File: src/rtl/wdog_pkg.sv
// Shared types and register layout for the key-sequenced watchdog.
// Assumes a 32-bit data bus and a byte-addressed 6-bit offset space.
package wdog_pkg;

    typedef enum logic [2:0] {
        ST_OFF,     // not enabled
        ST_EN,      // enabled, waiting for the first arming key
        ST_PRE,     // pre-active, waiting for the second arming key
        ST_ACT,     // active, waiting for the first service key
        ST_SVC      // active, first service key seen
    } wd_state_t;

    localparam int OFS_CNT0 = 'h10;
    localparam int OFS_PRD0 = 'h18;
    localparam int OFS_MODE = 'h24;
    localparam int OFS_CTRL = 'h28;

    localparam int MODE_LSB = 2;
    localparam logic [1:0] MODE_WDOG = 2'd2;
    localparam int EN_BIT  = 14;
    localparam int KEY_LSB = 16;

    localparam logic [1:0] PH_OFF = 2'd0;
    localparam logic [1:0] PH_EN  = 2'd1;
    localparam logic [1:0] PH_PRE = 2'd2;
    localparam logic [1:0] PH_ACT = 2'd3;

    // Map an internal state onto the two-bit phase software sees.
    function automatic logic [1:0] phase_of(wd_state_t s);
        case (s)
            ST_OFF:  return PH_OFF;
            ST_EN:   return PH_EN;
            ST_PRE:  return PH_PRE;
            default: return PH_ACT;
        endcase
    endfunction

endpackage

File: src/rtl/wdog_bank.sv
// Period and mode configuration storage.
// Writes are accepted only while cfg_open is high (phase 0); after that
// the period and mode are frozen until reset.
module wdog_bank #(
    parameter int BUS_W  = 32,
    parameter int CNT_W  = 64,
    parameter int ADDR_W = 6
) (
    input  logic              clk,
    input  logic              rst_n,
    input  logic              wr,
    input  logic [ADDR_W-1:0] addr,
    input  logic [BUS_W-1:0]  wdata,
    input  logic              cfg_open,
    output logic [CNT_W-1:0]  period_q,
    output logic [1:0]        mode_q
);
    import wdog_pkg::*;

    localparam int NW = CNT_W / BUS_W;

    // One write port per period word.
    for (genvar w = 0; w < NW; w++) begin : g_prd
        logic hit;
        assign hit = wr && cfg_open && (addr == ADDR_W'(OFS_PRD0 + 4 * w));

        // Load this period word from the bus.
        always_ff @(posedge clk) begin
            if (!rst_n)
                period_q[w*BUS_W +: BUS_W] <= '0;
            else if (hit)
                period_q[w*BUS_W +: BUS_W] <= wdata;
        end
    end

    // Capture the mode field.
    always_ff @(posedge clk) begin
        if (!rst_n)
            mode_q <= '0;
        else if (wr && cfg_open && (addr == ADDR_W'(OFS_MODE)))
            mode_q <= wdata[MODE_LSB +: 2];
    end

endmodule

File: src/rtl/wdog_tally.sv
// The 64-bit up-counter. Priority: clear, then word load, then increment.
// Word loads are accepted only while cfg_open is high. run and clr are
// already qualified by the caller.
module wdog_tally #(
    parameter int BUS_W  = 32,
    parameter int CNT_W  = 64,
    parameter int ADDR_W = 6
) (
    input  logic              clk,
    input  logic              rst_n,
    input  logic              wr,
    input  logic [ADDR_W-1:0] addr,
    input  logic [BUS_W-1:0]  wdata,
    input  logic              cfg_open,
    input  logic              run,
    input  logic              clr,
    output logic [CNT_W-1:0]  count_q
);
    import wdog_pkg::*;

    localparam int NW = CNT_W / BUS_W;

    logic [NW-1:0]    load;
    logic [CNT_W-1:0] count_d;

    // Decode a load strobe for each counter word.
    for (genvar w = 0; w < NW; w++) begin : g_ld
        assign load[w] = wr && cfg_open && (addr == ADDR_W'(OFS_CNT0 + 4 * w));
    end

    // Work out the next counter value.
    always_comb begin
        count_d = count_q;
        if (run)
            count_d = count_q + CNT_W'(1);
        for (int w = 0; w < NW; w++)
            if (load[w])
                count_d[w*BUS_W +: BUS_W] = wdata;
        if (clr)
            count_d = '0;
    end

    // Hold the counter.
    always_ff @(posedge clk) begin
        if (!rst_n)
            count_q <= '0;
        else
            count_q <= count_d;
    end

endmodule

File: src/rtl/wdog_arm_fsm.sv
// Arming and service sequencer.
// Walks off -> enabled -> pre-active -> active on control writes, then
// checks that the service keys come as a pair. It flags a completed
// service and any key that breaks the pair. It assumes ctrl_wr is one
// write per cycle.
module wdog_arm_fsm #(
    parameter int KEY_W = 16,
    parameter logic [KEY_W-1:0] KEY_ARM = 16'hA5C6,
    parameter logic [KEY_W-1:0] KEY_GO  = 16'hDA7E
) (
    input  logic             clk,
    input  logic             rst_n,
    input  logic             ctrl_wr,
    input  logic [KEY_W-1:0] key_in,
    input  logic             en_in,
    input  logic             mode_ok,
    output logic [1:0]       phase_o,
    output logic             svc_done_o,
    output logic             key_fault_o
);
    import wdog_pkg::*;

    wd_state_t state_q, state_d;

    // Decide the next state and the single-cycle pulses.
    always_comb begin
        state_d     = state_q;
        svc_done_o  = 1'b0;
        key_fault_o = 1'b0;
        if (ctrl_wr) begin
            case (state_q)
                ST_OFF: if (en_in && mode_ok)          state_d = ST_EN;
                ST_EN:  if (en_in && key_in == KEY_ARM) state_d = ST_PRE;
                ST_PRE: if (en_in && key_in == KEY_GO)  state_d = ST_ACT;
                ST_ACT: begin
                    if (key_in == KEY_ARM) state_d = ST_SVC;
                    else                   key_fault_o = 1'b1;
                end
                ST_SVC: begin
                    state_d = ST_ACT;
                    if (key_in == KEY_GO) svc_done_o  = 1'b1;
                    else                  key_fault_o = 1'b1;
                end
                default: state_d = ST_OFF;
            endcase
        end
    end

    // Hold the state.
    always_ff @(posedge clk) begin
        if (!rst_n)
            state_q <= ST_OFF;
        else
            state_q <= state_d;
    end

    assign phase_o = phase_of(state_q);

endmodule

File: src/rtl/wdog_keyed.sv
// Top level of the key-sequenced watchdog.
// Ties the configuration bank, counter and arming sequencer to the
// register bus. It raises the sticky reset request on a timeout or a
// key fault. It assumes BUS_W is 32 and CNT_W is a multiple of BUS_W.
module wdog_keyed #(
    parameter int BUS_W  = 32,
    parameter int CNT_W  = 64,
    parameter int ADDR_W = 6,
    parameter int KEY_W  = 16,
    parameter logic [KEY_W-1:0] KEY_ARM = 16'hA5C6,
    parameter logic [KEY_W-1:0] KEY_GO  = 16'hDA7E
) (
    input  logic              clk,
    input  logic              rst_n,
    input  logic              bus_wr,
    input  logic [ADDR_W-1:0] bus_addr,
    input  logic [BUS_W-1:0]  bus_wdata,
    output logic [BUS_W-1:0]  bus_rdata,
    output logic              wdog_rst_req
);
    import wdog_pkg::*;

    localparam int NW = CNT_W / BUS_W;

    logic [CNT_W-1:0] count_q;
    logic [CNT_W-1:0] period_q;
    logic [1:0]       mode_q;
    logic [1:0]       phase;
    logic             svc_done, key_fault;
    logic             ctrl_wr, cfg_open, active, req_q;

    assign ctrl_wr  = bus_wr && (bus_addr == ADDR_W'(OFS_CTRL));
    assign cfg_open = (phase == PH_OFF);
    assign active   = (phase == PH_ACT);

    wdog_bank #(.BUS_W(BUS_W), .CNT_W(CNT_W), .ADDR_W(ADDR_W)) u_bank (
        .clk      (clk),
        .rst_n    (rst_n),
        .wr       (bus_wr),
        .addr     (bus_addr),
        .wdata    (bus_wdata),
        .cfg_open (cfg_open),
        .period_q (period_q),
        .mode_q   (mode_q)
    );

    wdog_tally #(.BUS_W(BUS_W), .CNT_W(CNT_W), .ADDR_W(ADDR_W)) u_tally (
        .clk      (clk),
        .rst_n    (rst_n),
        .wr       (bus_wr),
        .addr     (bus_addr),
        .wdata    (bus_wdata),
        .cfg_open (cfg_open),
        .run      (active && !req_q),
        .clr      (svc_done && !req_q),
        .count_q  (count_q)
    );

    wdog_arm_fsm #(.KEY_W(KEY_W), .KEY_ARM(KEY_ARM), .KEY_GO(KEY_GO)) u_fsm (
        .clk         (clk),
        .rst_n       (rst_n),
        .ctrl_wr     (ctrl_wr),
        .key_in      (bus_wdata[KEY_LSB +: KEY_W]),
        .en_in       (bus_wdata[EN_BIT]),
        .mode_ok     (mode_q == MODE_WDOG),
        .phase_o     (phase),
        .svc_done_o  (svc_done),
        .key_fault_o (key_fault)
    );

    // Set the reset request on a timeout or a key fault and keep it set.
    always_ff @(posedge clk) begin
        if (!rst_n)
            req_q <= 1'b0;
        else if (key_fault || (active && count_q == period_q))
            req_q <= 1'b1;
    end

    assign wdog_rst_req = req_q;

    // Select the register addressed on the bus for reading.
    always_comb begin
        bus_rdata = '0;
        if (bus_addr == ADDR_W'(OFS_MODE))
            bus_rdata[MODE_LSB +: 2] = mode_q;
        if (bus_addr == ADDR_W'(OFS_CTRL)) begin
            bus_rdata[EN_BIT] = (phase != PH_OFF);
            bus_rdata[1:0]    = phase;
        end
        for (int w = 0; w < NW; w++) begin
            if (bus_addr == ADDR_W'(OFS_CNT0 + 4 * w))
                bus_rdata = count_q[w*BUS_W +: BUS_W];
            if (bus_addr == ADDR_W'(OFS_PRD0 + 4 * w))
                bus_rdata = period_q[w*BUS_W +: BUS_W];
        end
    end

endmodule

File: config.mk
export PLATFORM = sky130hd
export DESIGN_NAME = wdog_keyed
export DESIGN_NICKNAME = d
export VERILOG_FILES = /design/src/rtl/wdog_pkg.sv /design/src/rtl/wdog_bank.sv /design/src/rtl/wdog_tally.sv /design/src/rtl/wdog_arm_fsm.sv /design/src/rtl/wdog_keyed.sv
export SDC_FILE = /design/constraint.sdc
export NUM_CORES = 1
export LEC_CHECK = 0
export ABC_AREA = 1
export BUFFER_PORTS_ARGS = -buffer_cell sky130_fd_sc_hd__buf_2
export CORE_MARGIN = 2
export CORE_UTILIZATION = 55
export CTS_BUF_LIST = sky130_fd_sc_hd__clkbuf_4 sky130_fd_sc_hd__clkbuf_8
export CTS_CLUSTER_DIAMETER = 60
export DETAILED_ROUTE_END_ITERATION = 7
export GPL_ROUTABILITY_DRIVEN = 0
export GPL_TIMING_DRIVEN = 1
export PLACE_DENSITY_LB_ADDON = 0.1
export SLEW_MARGIN = 20
export SYNTH_ARGS = -nofsm -noshare
export SYNTH_HDL_FRONTEND = slang
export SYNTH_HIERARCHICAL = 1
export SYNTH_SLANG_ARGS = --single-unit
export TNS_END_PERCENT = 50
File: constraint.sdc
create_clock -name clk -period 2.3 [get_ports clk]
set_clock_uncertainty 0.1 [all_clocks]
set_input_delay 0.23 -clock clk [delete_from_list [all_inputs] [get_ports clk]]
set_output_delay 0.23 -clock clk [all_outputs]
set_load 0.03 [all_outputs]
==> results of run 1 <==
## worst paths after layout
path | cells past startpoint | slack, ns | start | to
min reg2reg | 2 | 0.40 | u_fsm/state_q[0]$_SDFFE_PN0P_ | u_fsm/state_q[0]$_SDFFE_PN0P_
max | 9 | 0.12 | u_fsm/state_q[0]$_SDFFE_PN0P_ | bus_rdata[14]
min | 5 | 0.03 | bus_wdata[6] | u_bank/period_q[6]$_SDFFE_PN0P_
max reg2reg | 9 | 0.16 | u_tally/count_q[15]$_SDFFE_PP0P_ | u_tally/count_q[37]$_SDFFE_PP0P_
## per-stage QoR
step                area [sq um]  hold slack [ns]
floorplan                  10300            0.239
global placement           11200            0.375
detailed placement         11200            0.385
CTS                        11700           0.0146
global route               11700           0.0435
finish                     11700           0.0333
## logic make-up after synthesis
| kind of cell | synth area share |
|---|---|
| DFF | 0.262 |
| and+or+nand+nor | 0.455 |
| AOI/OAI and AO/OA | 0.111 |
| buffers and inverters | 0.134 |
| adders and majority gates | 0.00122 |
| xor gates and xnor gates | 0.0367 |
## routing by layer
layer | GRT usage | routed length, microns | vias to the layer above
met4 | 0.173 | 1890 | 0
met5 | 0 | 0 | -
li1 | - | - | 5924
met1 | 0.518 | 15500 | 5637
met3 | 0.0749 | 4700 | 138
met2 | 0.594 | 16500 | 833
## repair_timing
action / 4_1_cts / 5_1_grt
buffers inserted: 0 / 0
gates resized for setup: 1 / 9
pin swaps: 0 / 1
endpoints found under the hold margin: 3 / 0
hold buffers: 3 / 0
endpoints found under the setup margin: 1 / 62
## flip-flops by register name, summed over array words and instances (netlist names)
signal	cells
u_bank/mode_q	2
u_bank/period_q	64
u_fsm/state_q	3
u_tally/count_q	64
wdog_rst_req	1
## power groups by stage
stage | combinational [uW] | clock [uW] | sequential, uW
floorplan | 214 | 0 | 2400
global placement | 378 | 0 | 2400
detailed placement | 382 | 0 | 2400
CTS | 387 | 2310 | 2350
global route | 432 | 2410 | 2350
finish | 400 | 2310 | 2350
## cell type report
cell class              count  area (sq um)
clock inverters            12           175
multi-input cells        1372          6220
well taps                 229           287
flip-flops and latches    134          2690
clock buffers              20           275
inverters                 261           985
repair buffers            149          1090
fillers                  1786          6420
## synthesized netlist by cell type, types with 2 or more instances
cell type  instances  area share
nand2_1          553        0.20
nor2_1           354        0.13
inv_1            247       0.090
nand3_1          165       0.081
dfxtp_1          134        0.26
o21ai_0           70       0.034
a21oi_1           66       0.032
xnor2_1           28       0.024
nand4_1           24       0.015
buf_2             17      0.0083
clkbuf_1          15      0.0055
xor2_1            15       0.013
buf_6             14       0.015
a22oi_1           13      0.0095
o2111ai_1         12       0.010
o21ai_1           12      0.0059
buf_1             11      0.0040
inv_2             11      0.0040
nor2_2             8      0.0049
buf_4              7      0.0051
o211ai_1           7      0.0051
o21bai_1           6      0.0044
o22ai_1            5      0.0030
a31oi_1            4      0.0024
nand2_2            4      0.0024
o221ai_1           4      0.0034
nor2_4             3      0.0033
nor3_1             3      0.0015
nor3_2             3      0.0029
and3_1             2      0.0012
clkinv_2           2     0.00098
nand3b_1           2      0.0015
## worst register-to-register path: cells and delay by family, from the launching register on
family          cells  cell delay (ns)
compound gates      2             0.31
flops               1             0.50
simple gates        7             1.12
==> results.toml, run 1 <==
[outcome]
status = "finished, violations left"
violations = "design-rule violations"

[detailed_routing]
drc = 3
routedWlPerCell_microns = 17.7
vias = 12500
drt_iter0_drc = 1757
avgViaCountPerCell = 5.76
drt-total-wl_mm = 38.6
postRouteAntennaNets = 0
drt_pass1_iterations = 8

[setup_path]
arrival_ns = 1.85
crit_fanout = 6
cp.required_ns = 1.97
path_delay_family = "simple AND/OR/NAND/NOR gates"
crit_slowest_cell = "dfxtp_2"
critPathLaunchType = "register"
cp_num_buf_inv = 3
worstPathCellList = "inv_2, nor3_2, inv_1, nand2_1, nor2_2, nor2_1, a21oi_1, nand4_1, buf_2"
slowest_delay_ns = 0.35
critPathKind = "register to output pin"
cp-end-kind = "output pin"

[worst_hold_path]
hold_path_class = "primary input to register"

[sta]
finalSetupViolCount = 0
period_minus_slack_ns = 2.18
hold_viol = 0
worstMarginPinSlew_ns = 0.756
min_period_over_period = 0.948
rsz0062_at_grt = "yes"
final.setup.tns_ns = 0
fmax_ghz = 0.458
slew_violations = 0
fin_ws_ns = 0.119
timing.slew.headroom = 0.496

[grt]
grt_pass1_wl_mm = 58.6
grt_use_total = 0.383
grt_max_degree = 71
antenna_found_initial = 0
grt-ovfl-total = 0
first_global_vias = 10700

[synth]
ys_seq_area_frac = 0.262
yosysWarningCount = 6
ys_seq_elements = 134
synth_cell_types = 42
async_reset_ff_frac = 0
synthFlopType = "dfxtp_1"
syn_nets = 1873
syn_inst = 1831
synth_edf_count = 0
synth_area_sq_mm = 0.0103
synth_area_per_cell_sq_um = 5.60

[power_and_ir_drop]
ir_drop_mv = 0.397
pwr-share-comb = 0.079
intPower_uw = 3720
power_uw = 5050
net-switching-power_uw = 1340
pwr_density_cell_mw_per_mm2 = 431
clock_power_share = 0.457
p_seq_frac = 0.464
netSwitchingFraction = 0.265
p_leak_uw = 0.00486

[floorplan]
initial_core_util = 0.565
coreArea_sq_mm = 0.0181
io_pins = 74
fp.dieH_microns = 141
floorplan.die_area_sq_mm = 0.0198
die_w_microns = 141
row_count = 49

[job]
cap_violations = 0

[placement]
dp_hpwl_mm = 29.1
dp_slack_ns = 0.0641
dp.cells = 2142
portBuffers = 73

[clock_network]
clk_latency_ns = 0.47
cts_max_level = 4
cts_buffers = 17
clkSinkCount = 134
cts-root-buf = "clkbuf_8"
clk_pin_slew_worst_paths_ns = 0.09
clk_path_buf_depth = 2
tritoncts = "done"

[finish]
antenna_cells = 0
final_common_cell = "nand2_1"
final_cell_count_no_fill = 2177
final_core_util = 0.646
final_cell_mix = "nand2_1, nor2_1, inv_1, nand3_1, dfxtp_1"
syn_to_final_growth_pct = 14.3
fin_nets = 1977
drive_gt1_frac = 0.118
Power figures use the tool's default switching activity.
==> inputs of run 2 (changes only) <==
--- a/config.mk
+++ b/config.mk
@@ -14,7 +14,7 @@
 export DETAILED_ROUTE_END_ITERATION = 7
 export GPL_ROUTABILITY_DRIVEN = 0
 export GPL_TIMING_DRIVEN = 1
-export PLACE_DENSITY_LB_ADDON = 0.1
+export PLACE_DENSITY = 0.85
 export SLEW_MARGIN = 20
 export SYNTH_ARGS = -nofsm -noshare
 export SYNTH_HDL_FRONTEND = slang
==> results.toml, run 2 (synthesis gave the netlist of run 1 again) <==
[outcome]
violations = "design-rule violations"
status = "finished, violations left"

[setup_path]
cp-end-kind = "register"
reg2reg_from = "u_fsm/state_q[1]$_SDFFE_PN0P_"
crit_fanout = 36
crit_start = "u_fsm/state_q[1]$_SDFFE_PN0P_"
critPathKind = "register to register"
critPathLaunchType = "register"
arrival_ns = 2.53
cp.required_ns = 2.57

[grt]
use_met3 = 0.102
gr-usage-met2 = 0.580
first_global_vias = 11200
grtUsageMet1 = 0.485
grt_pass1_wl_mm = 58.5
top_usage_layer = "met2"
grt_use_total = 0.379
antenna_found_initial = 0
grt-ovfl-total = 0
grt_max_degree = 71

[sta]
finalSetupViolCount = 0
fmax_ghz = 0.442
worstMarginPinSlew_ns = 0.756
min_period_over_period = 0.983
fin_ws_ns = 0.0393
hold_viol = 0
period_minus_slack_ns = 2.26
slew_violations = 0
hold_ws_ns = 0.0128
timing.slew.headroom = 0.496

[power_and_ir_drop]
pwr_density_cell_mw_per_mm2 = 425
p_leak_uw = 0.00480
ir_drop_mv = 0.357
power_uw = 4950

[worst_hold_path]
min_from = "bus_wdata[16]"
hold_path_class = "primary input to register"

[clock_network]
clk_pin_slew_worst_paths_ns = 0.09
cts-root-buf = "clkbuf_8"
tritoncts = "done"
clk_path_buf_depth = 2
cts_max_level = 4
clkSinkCount = 134
cts_buffers = 17
clk_latency_ns = 0.48

[placement]
dp_slack_ns = -0.110
dp_hpwl_mm = 28.0
portBuffers = 73

[detailed_routing]
drt-total-wl_mm = 38.3
drt_pass1_iterations = 8
avgViaCountPerCell = 5.95
routedWlPerCell_microns = 17.7
vias = 12900
drc = 4
postRouteAntennaNets = 0
drt_iter0_drc = 2332

[finish]
largestRegisters = "u_bank/period_q: 64 flops, u_tally/count_q: 64 flops, u_fsm/state_q: 3 flops"
fin_nets = 1966
final_common_cell = "nand2_1"
antenna_cells = 0
fill_cells = 1645
final_cell_mix = "nand2_1, nor2_1, inv_1, nand3_1, dfxtp_1"
drive_gt1_frac = 0.117
syn_to_final_growth_pct = 13.7

[floorplan]
initial_core_util = 0.565
floorplan.die_area_sq_mm = 0.0198
row_count = 49
io_pins = 74
fp.dieH_microns = 141
coreArea_sq_mm = 0.0181
die_w_microns = 141

[job]
cap_violations = 0
[run 2: power breakdown]
group	internal, uW	leakage [uW]	switching [uW]
combinational	120	0.00350	281
clock	1130	0.000211	1080
sequential	2330	0.00108	19.3
total	3570	0.00480	1380
[run 2: routing by layer]
layer	vias to the layer above	wire [microns]
met1	5688	14200
li1	5896	-
met2	1050	16300
met3	244	5250
met4	0	2640
met5	-	0
[run 2: final timing paths]
| check | to | slack, ns | cells past startpoint |
|---|---|---|---|
| setup / recovery | u_tally/count_q[21]$_SDFFE_PP0P_ | 0.04 | 11 |
| hold / removal | u_tally/count_q[16]$_SDFFE_PP0P_ | 0.01 | 3 |
| setup reg to reg | u_tally/count_q[21]$_SDFFE_PP0P_ | 0.04 | 11 |
| hold reg to reg | u_bank/period_q[21]$_SDFFE_PN0P_ | 0.41 | 2 |
[run 2: metrics by stage]
stage | TNS (ns) | instances | utilization | cell area [sq um]
final | 0 | 2166 | 0.643 | 11700
after detailed placement | -1.73 | 2132 | 0.613 | 11100
after global placement | -0.0253 | 2132 | 0.613 | 11100
after global routing | -0.0690 | 2166 | 0.643 | 11700
after floorplan | 0 | 1831 | - | 10300
after CTS | 0 | 2165 | 0.638 | 11600
[run 2: cell type report]
type,count,area (sq um),share of cell area
multi-input combinational,1372,6270,0.538
sequential,134,2700,0.231
timing repair buffer,138,991,0.0850
inverter,261,987,0.0847
tap,229,287,0.0246
clock buffer,19,255,0.0219
clock inverter,13,171,0.0147
[run 2: worst max-delay path: stages (launching register included)]
cell and delay, ns:
dfxtp_4 0.39, nor3_2 0.23, inv_1 0.11, nand2_4 0.10
nand2_1 0.08, nor2_1 0.28, inv_2 0.14, buf_4 0.29
nand3_1 0.13, o21ai_0 0.09, a21oi_1 0.15, nor2_1 0.05
[run 2: timing repair]
item,4_1_cts,5_1_grt
setup endpoints to repair,31,67
hold buffers,1,0
cloned,0,0
endpoints found under the hold margin,1,0
resized for setup,3,27
setup buffers,0,1
pin swaps,0,5
==> inputs of run 3 (changes only) <==
--- a/config.mk
+++ b/config.mk
@@ -14,7 +14,9 @@
 export DETAILED_ROUTE_END_ITERATION = 7
 export GPL_ROUTABILITY_DRIVEN = 0
 export GPL_TIMING_DRIVEN = 1
+export MAX_ROUTING_LAYER = met4
 export PLACE_DENSITY = 0.85
+export SETUP_SLACK_MARGIN = 0.3
 export SLEW_MARGIN = 20
 export SYNTH_ARGS = -nofsm -noshare
 export SYNTH_HDL_FRONTEND = slang
==> results.toml, run 3 (synthesis gave the netlist of run 1 again) <==
[clock_network]
cts-root-buf = "clkbuf_8"
clkSinkCount = 134
cts_max_level = 4
cts_buffers = 17
clk_pin_slew_worst_paths_ns = 0.08
tritoncts = "done"
clk_latency_ns = 0.48
clk_path_buf_depth = 2

[power_and_ir_drop]
p_leak_uw = 0.00493
ir_drop_mv = 0.390
pwr_density_cell_mw_per_mm2 = 423

[grt]
first_global_vias = 11500
antenna_found_initial = 0
grt_use_total = 0.395
grt_pass1_wl_mm = 59.1
grt-ovfl-total = 0
grt_max_degree = 71

[detailed_routing]
postRouteAntennaNets = 0
routedWlPerCell_microns = 18.0
drt_pass1_iterations = 8
drt_iter0_drc = 2511
drt-total-wl_mm = 39.3
avgViaCountPerCell = 5.96
vias = 13000
drc = 5

[worst_hold_path]
whs_path_depth = 5
hold_end = "u_bank/period_q[38]$_SDFFE_PN0P_"
hold_path_class = "primary input to register"
min_from = "bus_wdata[6]"

[floorplan]
fp.dieH_microns = 141
io_pins = 74
initial_core_util = 0.565
die_w_microns = 141
coreArea_sq_mm = 0.0181
row_count = 49
floorplan.die_area_sq_mm = 0.0198

[sta]
fmax_ghz = 0.473
final.setup.tns_ns = 0
worstMarginPinSlew_ns = 0.761
slew_violations = 0
hold_viol = 0
period_minus_slack_ns = 2.11
min_period_over_period = 0.919
timing.slew.headroom = 0.493
rsz0062_at_grt = "yes"
finalSetupViolCount = 0

[setup_path]
crit_fanout = 3
slowest_delay_ns = 0.38
worstPathCellList = "a21oi_4, nand2_2, buf_4, a22oi_2, nand4_1, buf_6"
ff2ff_setup_slack_ns = 0.20
arrival_ns = 1.78
cp.required_ns = 1.97
critPathLaunchType = "register"
critPathKind = "register to output pin"
reg2reg_to = "u_tally/count_q[57]$_SDFFE_PP0P_"
r2r.worst_path.cells = 10
crit_slowest_cell = "dfxtp_4"
cp-end-kind = "output pin"
reg2reg_from = "u_fsm/state_q[0]$_SDFFE_PN0P_"

[finish]
fill_cells = 1599
drive_gt1_frac = 0.134
multi_input_area_sq_mm = 0.00634
seqCellArea_sq_mm = 0.00271
fin_nets = 1981
final_cell_mix = "nand2_1, nor2_1, inv_1, nand3_1, dfxtp_1"
syn_to_final_growth_pct = 16.4
final_common_cell = "nand2_1"
largestRegisters = "u_bank/period_q: 64 flops, u_tally/count_q: 64 flops, u_fsm/state_q: 3 flops"
final_core_util = 0.658
antenna_cells = 0
final_cell_count_no_fill = 2181

[placement]
dp.cells = 2135
portBuffers = 73
dp_hpwl_mm = 28.1

[outcome]
violations = "design-rule violations"
status = "finished, violations left"

[job]
cap_violations = 0
==> run 3: per-layer routing <==
| layer | routed length (microns) | up-vias | global-route usage |
|---|---|---|---|
| met4 | 2600 | 0 | 0.228 |
| li1 | - | 5931 | - |
| met3 | 5770 | 238 | 0.0687 |
| met5 | 0 | - | - |
| met2 | 16900 | 1056 | 0.598 |
| met1 | 14100 | 5771 | 0.499 |
==> run 3: cell type report <==
class	count	share of cell area
flip-flops and latches	134	0.227
multi-input cells	1372	0.531
clock buffers	19	0.0214
inverters	261	0.0837
clock inverters	13	0.0159
repair buffers	153	0.0974
well taps	229	0.0240
==> run 3: power by group <==
group / switching (uW) / internal (uW)
Sequential: 16.8 / 2330
Combinational: 290 / 122
Clock: 1060 / 1240
==> run 3: worst max-delay path, delay by kind of cell, from the launching register on <==
kind / cells / cell delay (ns)
DFF: 1 / 0.38
buffers and inverters: 2 / 0.34
AOI/OAI and AO/OA: 2 / 0.32
and+or+nand+nor: 2 / 0.28
==> run 3: metrics by stage <==
stage | cell area [sq um] | power [uW] | setup slack [ns] | hold WS (ns)
after floorplan | 10300 | 2610 | 0.286 | 0.229
after global placement | 11200 | 2770 | 0.111 | 0.369
after detailed placement | 11200 | 2780 | 0.0625 | 0.377
after CTS | 11800 | 5020 | 0.214 | 0.0158
after global routing | 11900 | 5170 | 0.110 | 0.0429
final | 11900 | 5050 | 0.185 | 0.0288
==> run 3: worst max-delay path by stage <==
stage                     slack (ns)                               end                             start  cells after the start
after floorplan                 0.29  u_tally/count_q[38]$_SDFFE_PP0P_     u_fsm/state_q[0]$_SDFFE_PN0P_                     14
after global placement          0.11   u_tally/count_q[1]$_SDFFE_PP0P_     u_fsm/state_q[0]$_SDFFE_PN0P_                     15
after detailed placement        0.06   u_tally/count_q[0]$_SDFFE_PP0P_     u_fsm/state_q[0]$_SDFFE_PN0P_                     15
after CTS                       0.21                     bus_rdata[14]     u_fsm/state_q[2]$_SDFFE_PN0P_                      8
after global routing            0.11  u_tally/count_q[61]$_SDFFE_PP0P_  u_tally/count_q[21]$_SDFFE_PP0P_                     10
final                           0.19                      bus_rdata[0]     u_fsm/state_q[0]$_SDFFE_PN0P_                      6
==> run 3: what timing repair did <==
item | 4_1_cts | 5_1_grt
pin swaps | 3 | 6
setup buffers | 7 | 5
hold buffers | 2 | 0
hold endpoints to repair | 2 | 0
setup endpoints to repair | 75 | 151
gates resized for setup | 17 | 42
